[src/rtl/crt_tg_pkg.sv]
package crt_tg_pkg;
  localparam int DATA_W = 32;
  localparam int ADDR_W = 8;
  localparam int CNT_W  = DATA_W / 2;
  localparam int N_TIM  = 6;

  localparam logic [DATA_W-1:0] UNLOCK_KEY = 32'h0000_4758;

  localparam logic [ADDR_W-1:0] A_LOCK = 8'h00;
  localparam logic [ADDR_W-1:0] A_CFG  = 8'h08;
  localparam logic [ADDR_W-1:0] A_HACT = 8'h40;
  localparam logic [ADDR_W-1:0] A_VACT = 8'h50;

  // One timing word: second boundary (minus one) high, first boundary low
  typedef struct packed {
    logic [CNT_W-1:0] hi_m1;
    logic [CNT_W-1:0] lo_m1;
  } span_t;

  typedef struct packed {
    span_t act;
    span_t blk;
    span_t syn;
  } axis_cfg_t;

  // Offset of timing word i: three horizontal words, then three vertical
  function automatic logic [ADDR_W-1:0] tim_addr(int i);
    if (i < 3) return A_HACT + ADDR_W'(4 * i);
    else       return A_VACT + ADDR_W'(4 * (i - 3));
  endfunction
endpackage

[src/rtl/crt_tg_regs.sv]
module crt_tg_regs
  import crt_tg_pkg::*;
(
  input  logic              clk,
  input  logic              rst_n,
  input  logic              we,
  input  logic [ADDR_W-1:0] addr,
  input  logic [DATA_W-1:0] wdata,
  output logic [DATA_W-1:0] rdata,
  output logic              unlocked,
  output logic              tgen,
  output axis_cfg_t         h_cfg,
  output axis_cfg_t         v_cfg
);
  logic              unl_q, unl_d;
  logic              en_q, en_d;
  logic [DATA_W-1:0] tim_q [N_TIM];
  logic [DATA_W-1:0] tim_d [N_TIM];

  always_comb begin
    unl_d = unl_q;
    en_d  = en_q;
    tim_d = tim_q;
    if (we) begin
      if (addr == A_LOCK) begin
        unl_d = (wdata == UNLOCK_KEY);
      end else if (unl_q) begin
        if (addr == A_CFG) en_d = wdata[0];
        for (int i = 0; i < N_TIM; i++)
          if (addr == tim_addr(i)) tim_d[i] = wdata;
      end
    end
  end

  always_ff @(posedge clk or negedge rst_n) begin
    if (!rst_n) begin
      unl_q <= 1'b0;
      en_q  <= 1'b0;
      for (int i = 0; i < N_TIM; i++) tim_q[i] <= '0;
    end else begin
      unl_q <= unl_d;
      en_q  <= en_d;
      for (int i = 0; i < N_TIM; i++) tim_q[i] <= tim_d[i];
    end
  end

  always_comb begin
    rdata = '0;
    if (addr == A_LOCK) rdata = DATA_W'(unl_q);
    if (addr == A_CFG)  rdata = DATA_W'(en_q);
    for (int i = 0; i < N_TIM; i++)
      if (addr == tim_addr(i)) rdata = tim_q[i];
  end

  assign unlocked = unl_q;
  assign tgen     = en_q;
  assign h_cfg    = {tim_q[0], tim_q[1], tim_q[2]};
  assign v_cfg    = {tim_q[3], tim_q[4], tim_q[5]};
endmodule

[src/rtl/crt_tg_counters.sv]
module crt_tg_counters #(
  parameter int W = 16
) (
  input  logic         clk,
  input  logic         rst_n,
  input  logic         run,
  input  logic [W-1:0] h_last,
  input  logic [W-1:0] v_last,
  output logic [W-1:0] h_q,
  output logic [W-1:0] v_q
);
  logic [W-1:0] h_d, v_d;
  logic         h_wrap;

  assign h_wrap = (h_q >= h_last);

  always_comb begin
    h_d = h_q;
    v_d = v_q;
    if (!run) begin
      h_d = '0;
      v_d = '0;
    end else if (h_wrap) begin
      h_d = '0;
      v_d = (v_q >= v_last) ? '0 : v_q + 1'b1;
    end else begin
      h_d = h_q + 1'b1;
    end
  end

  always_ff @(posedge clk or negedge rst_n) begin
    if (!rst_n) begin
      h_q <= '0;
      v_q <= '0;
    end else begin
      h_q <= h_d;
      v_q <= v_d;
    end
  end
endmodule

[src/rtl/crt_tg_axis.sv]
module crt_tg_axis
  import crt_tg_pkg::*;
(
  input  logic [CNT_W-1:0] cnt,
  input  axis_cfg_t        cfg,
  output logic             in_act,
  output logic             in_blank,
  output logic             in_sync
);
  // Boundaries are stored minus one: cnt >= (x_m1 + 1) is cnt > x_m1,
  // and cnt < (x_m1 + 1) is cnt <= x_m1; no carry bit needed.
  assign in_act   = (cnt <= cfg.act.lo_m1);
  assign in_blank = (cnt > cfg.blk.lo_m1) && (cnt <= cfg.blk.hi_m1);
  assign in_sync  = (cnt > cfg.syn.lo_m1) && (cnt <= cfg.syn.hi_m1);
endmodule

[src/rtl/crt_timing_gen.sv]
module crt_timing_gen
  import crt_tg_pkg::*;
(
  input  logic              clk,
  input  logic              rst_n,
  input  logic              reg_we,
  input  logic [ADDR_W-1:0] reg_addr,
  input  logic [DATA_W-1:0] reg_wdata,
  output logic [DATA_W-1:0] reg_rdata,
  output logic [CNT_W-1:0]  h_count,
  output logic [CNT_W-1:0]  v_count,
  output logic              disp_en,
  output logic              blank,
  output logic              hsync,
  output logic              vsync
);
  localparam int N_AXIS = 2;

  logic             rst_s1, rst_s2;
  logic             unlocked, tgen;
  axis_cfg_t        cfg [N_AXIS];
  logic [CNT_W-1:0] cnt [N_AXIS];
  logic [N_AXIS-1:0] in_act, in_blank, in_sync;

  // Reset asserts at once, releases on the clock
  always_ff @(posedge clk or negedge rst_n) begin
    if (!rst_n) begin
      rst_s1 <= 1'b0;
      rst_s2 <= 1'b0;
    end else begin
      rst_s1 <= 1'b1;
      rst_s2 <= rst_s1;
    end
  end

  crt_tg_regs u_regs (
    .clk      (clk),
    .rst_n    (rst_s2),
    .we       (reg_we),
    .addr     (reg_addr),
    .wdata    (reg_wdata),
    .rdata    (reg_rdata),
    .unlocked (unlocked),
    .tgen     (tgen),
    .h_cfg    (cfg[0]),
    .v_cfg    (cfg[1])
  );

  crt_tg_counters #(.W(CNT_W)) u_cnt (
    .clk    (clk),
    .rst_n  (rst_s2),
    .run    (tgen),
    .h_last (cfg[0].act.hi_m1),
    .v_last (cfg[1].act.hi_m1),
    .h_q    (cnt[0]),
    .v_q    (cnt[1])
  );

  for (genvar a = 0; a < N_AXIS; a++) begin : g_axis
    crt_tg_axis u_axis (
      .cnt      (cnt[a]),
      .cfg      (cfg[a]),
      .in_act   (in_act[a]),
      .in_blank (in_blank[a]),
      .in_sync  (in_sync[a])
    );
  end

  assign h_count = cnt[0];
  assign v_count = cnt[1];
  assign disp_en = tgen & (&in_act);
  assign blank   = ~tgen | (|in_blank);
  assign hsync   = tgen & in_sync[0];
  assign vsync   = tgen & in_sync[1];
endmodule

[config.mk]
export PLATFORM = sky130hd
export DESIGN_NAME = crt_timing_gen
export DESIGN_NICKNAME = d
export VERILOG_FILES = /design/src/rtl/crt_tg_pkg.sv /design/src/rtl/crt_tg_regs.sv /design/src/rtl/crt_tg_counters.sv /design/src/rtl/crt_tg_axis.sv /design/src/rtl/crt_timing_gen.sv
export SDC_FILE = /design/constraint.sdc
export NUM_CORES = 1
export LEC_CHECK = 0
export BUFFER_PORTS_ARGS = -buffer_cell sky130_fd_sc_hd__buf_2
export CORE_ASPECT_RATIO = 1.4
export CORE_MARGIN = 2
export CORE_UTILIZATION = 45
export CTS_CLUSTER_DIAMETER = 60
export DETAILED_ROUTE_END_ITERATION = 8
export GPL_TIMING_DRIVEN = 1
export PLACE_DENSITY = 0.71
export SLEW_MARGIN = 40
export SYNTH_ARGS = -nofsm -noshare
export SYNTH_HDL_FRONTEND = slang
export SYNTH_SLANG_ARGS = --single-unit
[constraint.sdc]
create_clock -name clk -period 10.04 [get_ports clk]
set_input_delay 0.502 -clock clk [delete_from_list [all_inputs] [get_ports clk]]
set_output_delay 0.502 -clock clk [all_outputs]
set_load 0.01 [all_outputs]
==> qor.yml <==
outcome: "completed"
most_frequent_cells_in_the_layout: "sky130_fd_sc_hd__dfrtp_1, sky130_fd_sc_hd__inv_1, sky130_fd_sc_hd__ha_1"
critical_path_class: "register to primary output"
clockBufferDepth: 3
drv_slew: 0
clkTransAtPathRegs_ps: 60
gp_congestion: 0.9273
postSynthNetCount: 1714
synth_sequential_area_ratio_pct: 38.50
cts_root_buffer: "sky130_fd_sc_hd__clkbuf_16"
hold_buf_count_cts: 1
unrepaired_setup_endpoints_after_global_routing: "no"
fillCellCount: 3041
overall_fraction_of_global_route_tracks_in_use_pct: 28.15
max_cap_viol_count: 0
first_iter_violations: 894
hold_path_class: "register to asynchronous set/reset pin"
power.sequential.fraction_pct: 49.0
first_pass_grt_wire_length_mm: 72.80
power.share.switching_pct: 23.74
max-slew-margin-rel_pct: 43.66
tritoncts: "done"
fin_worst_skew_ps: 9.433
total_leakage_power_nw: 8.336
synth_enable_flop_cells: 0
worst-r2r-setup-slack_ps: 7050
post-route-drc-count: 0
cp_max_fo: 11
ioPinCount: 111
clock-sinks: 228
die_area_mm2: 0.03442
total_placed_cells_including_tap_cells: 1991
post_synth_main_area_contributors: "sky130_fd_sc_hd__dfrtp_1, sky130_fd_sc_hd__ha_1, sky130_fd_sc_hd__mux2_2"
post-synth-top-area-fraction_pct: 38.50
timing.critical_path.to_type: "primary output"
timing.setup.tns_ps: 0
fraction_of_layout_instances_using_a_drive_strength_above_1_pct: 19.29
worst-slew-pin-transition_ps: 843.2
standard_cell_rows: 78
detail_placement_hpwl_mm: 35.83
min_period_over_period_pct: 36.25
cts_post_setup_buffers_inserted: 0
nets: 1816
vdd_ir_drop_max_v: 0.0001188
instances_no_fill: 2039
required_ps: 9540
first_global_vias: 12890
syn_inst: 1477
clk-insertion-delay-late_ps: 560
routed_wl_mm: 47.81
start_util_pct: 45.74
synth_flop_cell: "sky130_fd_sc_hd__dfrtp_1"
ff2ff_path_depth: 8
p_switching_w: 0.0004460
syn-cell-area_mm2: 0.01482
mostFrequentLayoutCell: "sky130_fd_sc_hd__dfrtp_1"
die-height_um: 218.7
synthDominantAreaCellType: "sky130_fd_sc_hd__dfrtp_1"
finalCriticalPeriod_ps: 3640
synth.lib_cells_used.distinct: 62
power.share.combinational_pct: 2.8
htreeDepth: 1
wl_per_cell_um: 23.45
route.antenna.remaining_nets: 0
postCtsResizedCells: 0
globalRouteOverflowTotal: 0
r2r-start: "u_cnt.h_q[13]"
worst_r2r_endpoint: "u_cnt.v_q[6]"
critPathArrivalTime_ps: 3140
p_clk_share_pct: 48.2
cts_made_buffers: 25
p_per_area_mw_per_mm2: 113.1
power_report.internal_total_w: 0.001433
fmax_mhz: 274.7
grt_antenna_before_repair: 3
report.final.hold_viol_count: 0
core_region_area_mm2: 0.03240
synth_seq_cells: 228
crit_end: "blank"
grt_max_degree: 84
report.final.setup_viol: 0
area_growth_syn_to_layout_pct: 12.11
drt-vias-per-instance: 6.084
postSynthAreaPerCell_um2: 10.03
ys.warnings.count: 0
firstDrtPassIters: 6
portBuffers: 110
synth_async_sr_flop_share_pct: 100.0
start_kind: "register"
dr_total_vias: 12410
start_point_of_the_critical_path: "u_cnt.v_q[11]"
die_width_um: 157.4
-- layout make-up --
class / count / area (um^2) / share of cell area (%)
antenna: 2 / 5.005 / 0.03012
clock buffer: 34 / 679.4 / 4.089
clock inverter: 11 / 98.84 / 0.5949
inverter: 197 / 739.5 / 4.450
multi-input combinational: 1002 / 8154 / 49.07
sequential: 228 / 5709 / 34.36
tap: 440 / 550.5 / 3.313
timing repair buffer: 125 / 679.4 / 4.089
-- worst min path at each step --
stage                     cells past startpoint  slack, ps                to
after global placement                        0        220     u_cnt.v_q[15]
final                                         0        230     u_cnt.v_q[15]
after global routing                          3        250  u_regs.v_cfg[53]
after detailed placement                      0        230     u_cnt.v_q[15]
after CTS                                     3        230  u_regs.v_cfg[53]
after floorplan                               0        210            rst_s1
-- cell families after synthesis --
kind of cell	synth area share [%]
AO/OA/AOI/OAI	15.10
AND/OR/NAND/NOR	10.13
buffers and inverters	6.644
flip-flops	38.50
adder cells (fa/ha/maj)	16.38
multiplexers	12.46
XOR/XNOR	0.7683
other	0.02530
-- metal layers --
| metal | GRT usage (%) | vias to the layer above | wire length [um] |
|---|---|---|---|
| met5 | 0 | - | 17 |
| met4 | 23.30 | 2 | 4331 |
| met3 | 3.510 | 227 | 2410 |
| met2 | 48.75 | 508 | 24080 |
| met1 | 30.40 | 6068 | 16970 |
| li1 | - | 5601 | - |
-- worst max-delay path, cell delays in order (launching register included) --
cell	delay, ps
sky130_fd_sc_hd__dfrtp_1	570
sky130_fd_sc_hd__ha_1	420
sky130_fd_sc_hd__nand4_1	130
sky130_fd_sc_hd__or4_1	510
sky130_fd_sc_hd__a21oi_1	140
sky130_fd_sc_hd__a21oi_1	50
sky130_fd_sc_hd__a31oi_1	380
sky130_fd_sc_hd__o22ai_1	210
sky130_fd_sc_hd__buf_2	170
-- sequential cells by signal, indices dropped and copies added (netlist names) --
| register | flops |
|---|---|
| u_regs.h_cfg | 96 |
| u_regs.v_cfg | 96 |
| u_cnt.h_q | 16 |
| u_cnt.v_q | 16 |
| rst_s1 | 1 |
| rst_s2 | 1 |
| u_regs.tgen | 1 |
| u_regs.unlocked | 1 |
-- power by group through the flow --
stage	logic, W	clock network (W)	registers (W)
final	0.0000523	0.000906	0.000921
after global routing	0.0000570	0.000955	0.000921
after CTS	0.0000524	0.000916	0.000921
after detailed placement	0.0000519	0	0.000938
after global placement	0.0000511	0	0.000938
after floorplan	0.00000561	0	0.000949
-- per-stage QoR --
stage	hold WS (ps)	instance area (um^2)	setup slack, ps	power (W)	utilization, %
final	225.6	16620	6400	0.001879	51.28
after CTS	228.1	16600	6324	0.001890	51.22
after global routing	248.0	16610	6211	0.001933	51.27
after global placement	224.9	15800	6889	0.0009892	48.76
after detailed placement	234.8	15810	6879	0.0009901	48.79
after floorplan	206.4	14820	3216	0.0009550	-
-- cells in the mapped netlist (3+ instances only) --
cell / count
sky130_fd_sc_hd__nand2b_1: 8
sky130_fd_sc_hd__o21ai_0: 51
sky130_fd_sc_hd__ha_1: 194
sky130_fd_sc_hd__o21a_1: 8
sky130_fd_sc_hd__a2111oi_0: 6
sky130_fd_sc_hd__a21oi_1: 57
sky130_fd_sc_hd__o22ai_1: 3
sky130_fd_sc_hd__dfrtp_1: 228
sky130_fd_sc_hd__inv_1: 196
sky130_fd_sc_hd__a31oi_1: 38
sky130_fd_sc_hd__or3_1: 3
sky130_fd_sc_hd__clkbuf_1: 17
sky130_fd_sc_hd__nand4_1: 39
sky130_fd_sc_hd__and2_1: 3
sky130_fd_sc_hd__nor3_1: 9
sky130_fd_sc_hd__nor2_1: 76
sky130_fd_sc_hd__nand2_1: 85
sky130_fd_sc_hd__a222oi_1: 32
sky130_fd_sc_hd__o31ai_1: 4
sky130_fd_sc_hd__buf_4: 4
sky130_fd_sc_hd__xnor2_1: 6
sky130_fd_sc_hd__a21o_1: 13
sky130_fd_sc_hd__and4_1: 6
sky130_fd_sc_hd__nor2b_1: 17
sky130_fd_sc_hd__buf_2: 28
sky130_fd_sc_hd__mux2_2: 125
sky130_fd_sc_hd__a22oi_1: 33
sky130_fd_sc_hd__nor2_2: 4
sky130_fd_sc_hd__o211ai_1: 6
sky130_fd_sc_hd__a22o_1: 13
sky130_fd_sc_hd__mux2_1: 39
sky130_fd_sc_hd__xor2_1: 7
sky130_fd_sc_hd__a211oi_1: 12
sky130_fd_sc_hd__and3_1: 9
sky130_fd_sc_hd__o21ai_1: 36
sky130_fd_sc_hd__nand3_1: 15
sky130_fd_sc_hd__nor4_1: 12
No activity file was read; power rests on OpenSTA's default activity.
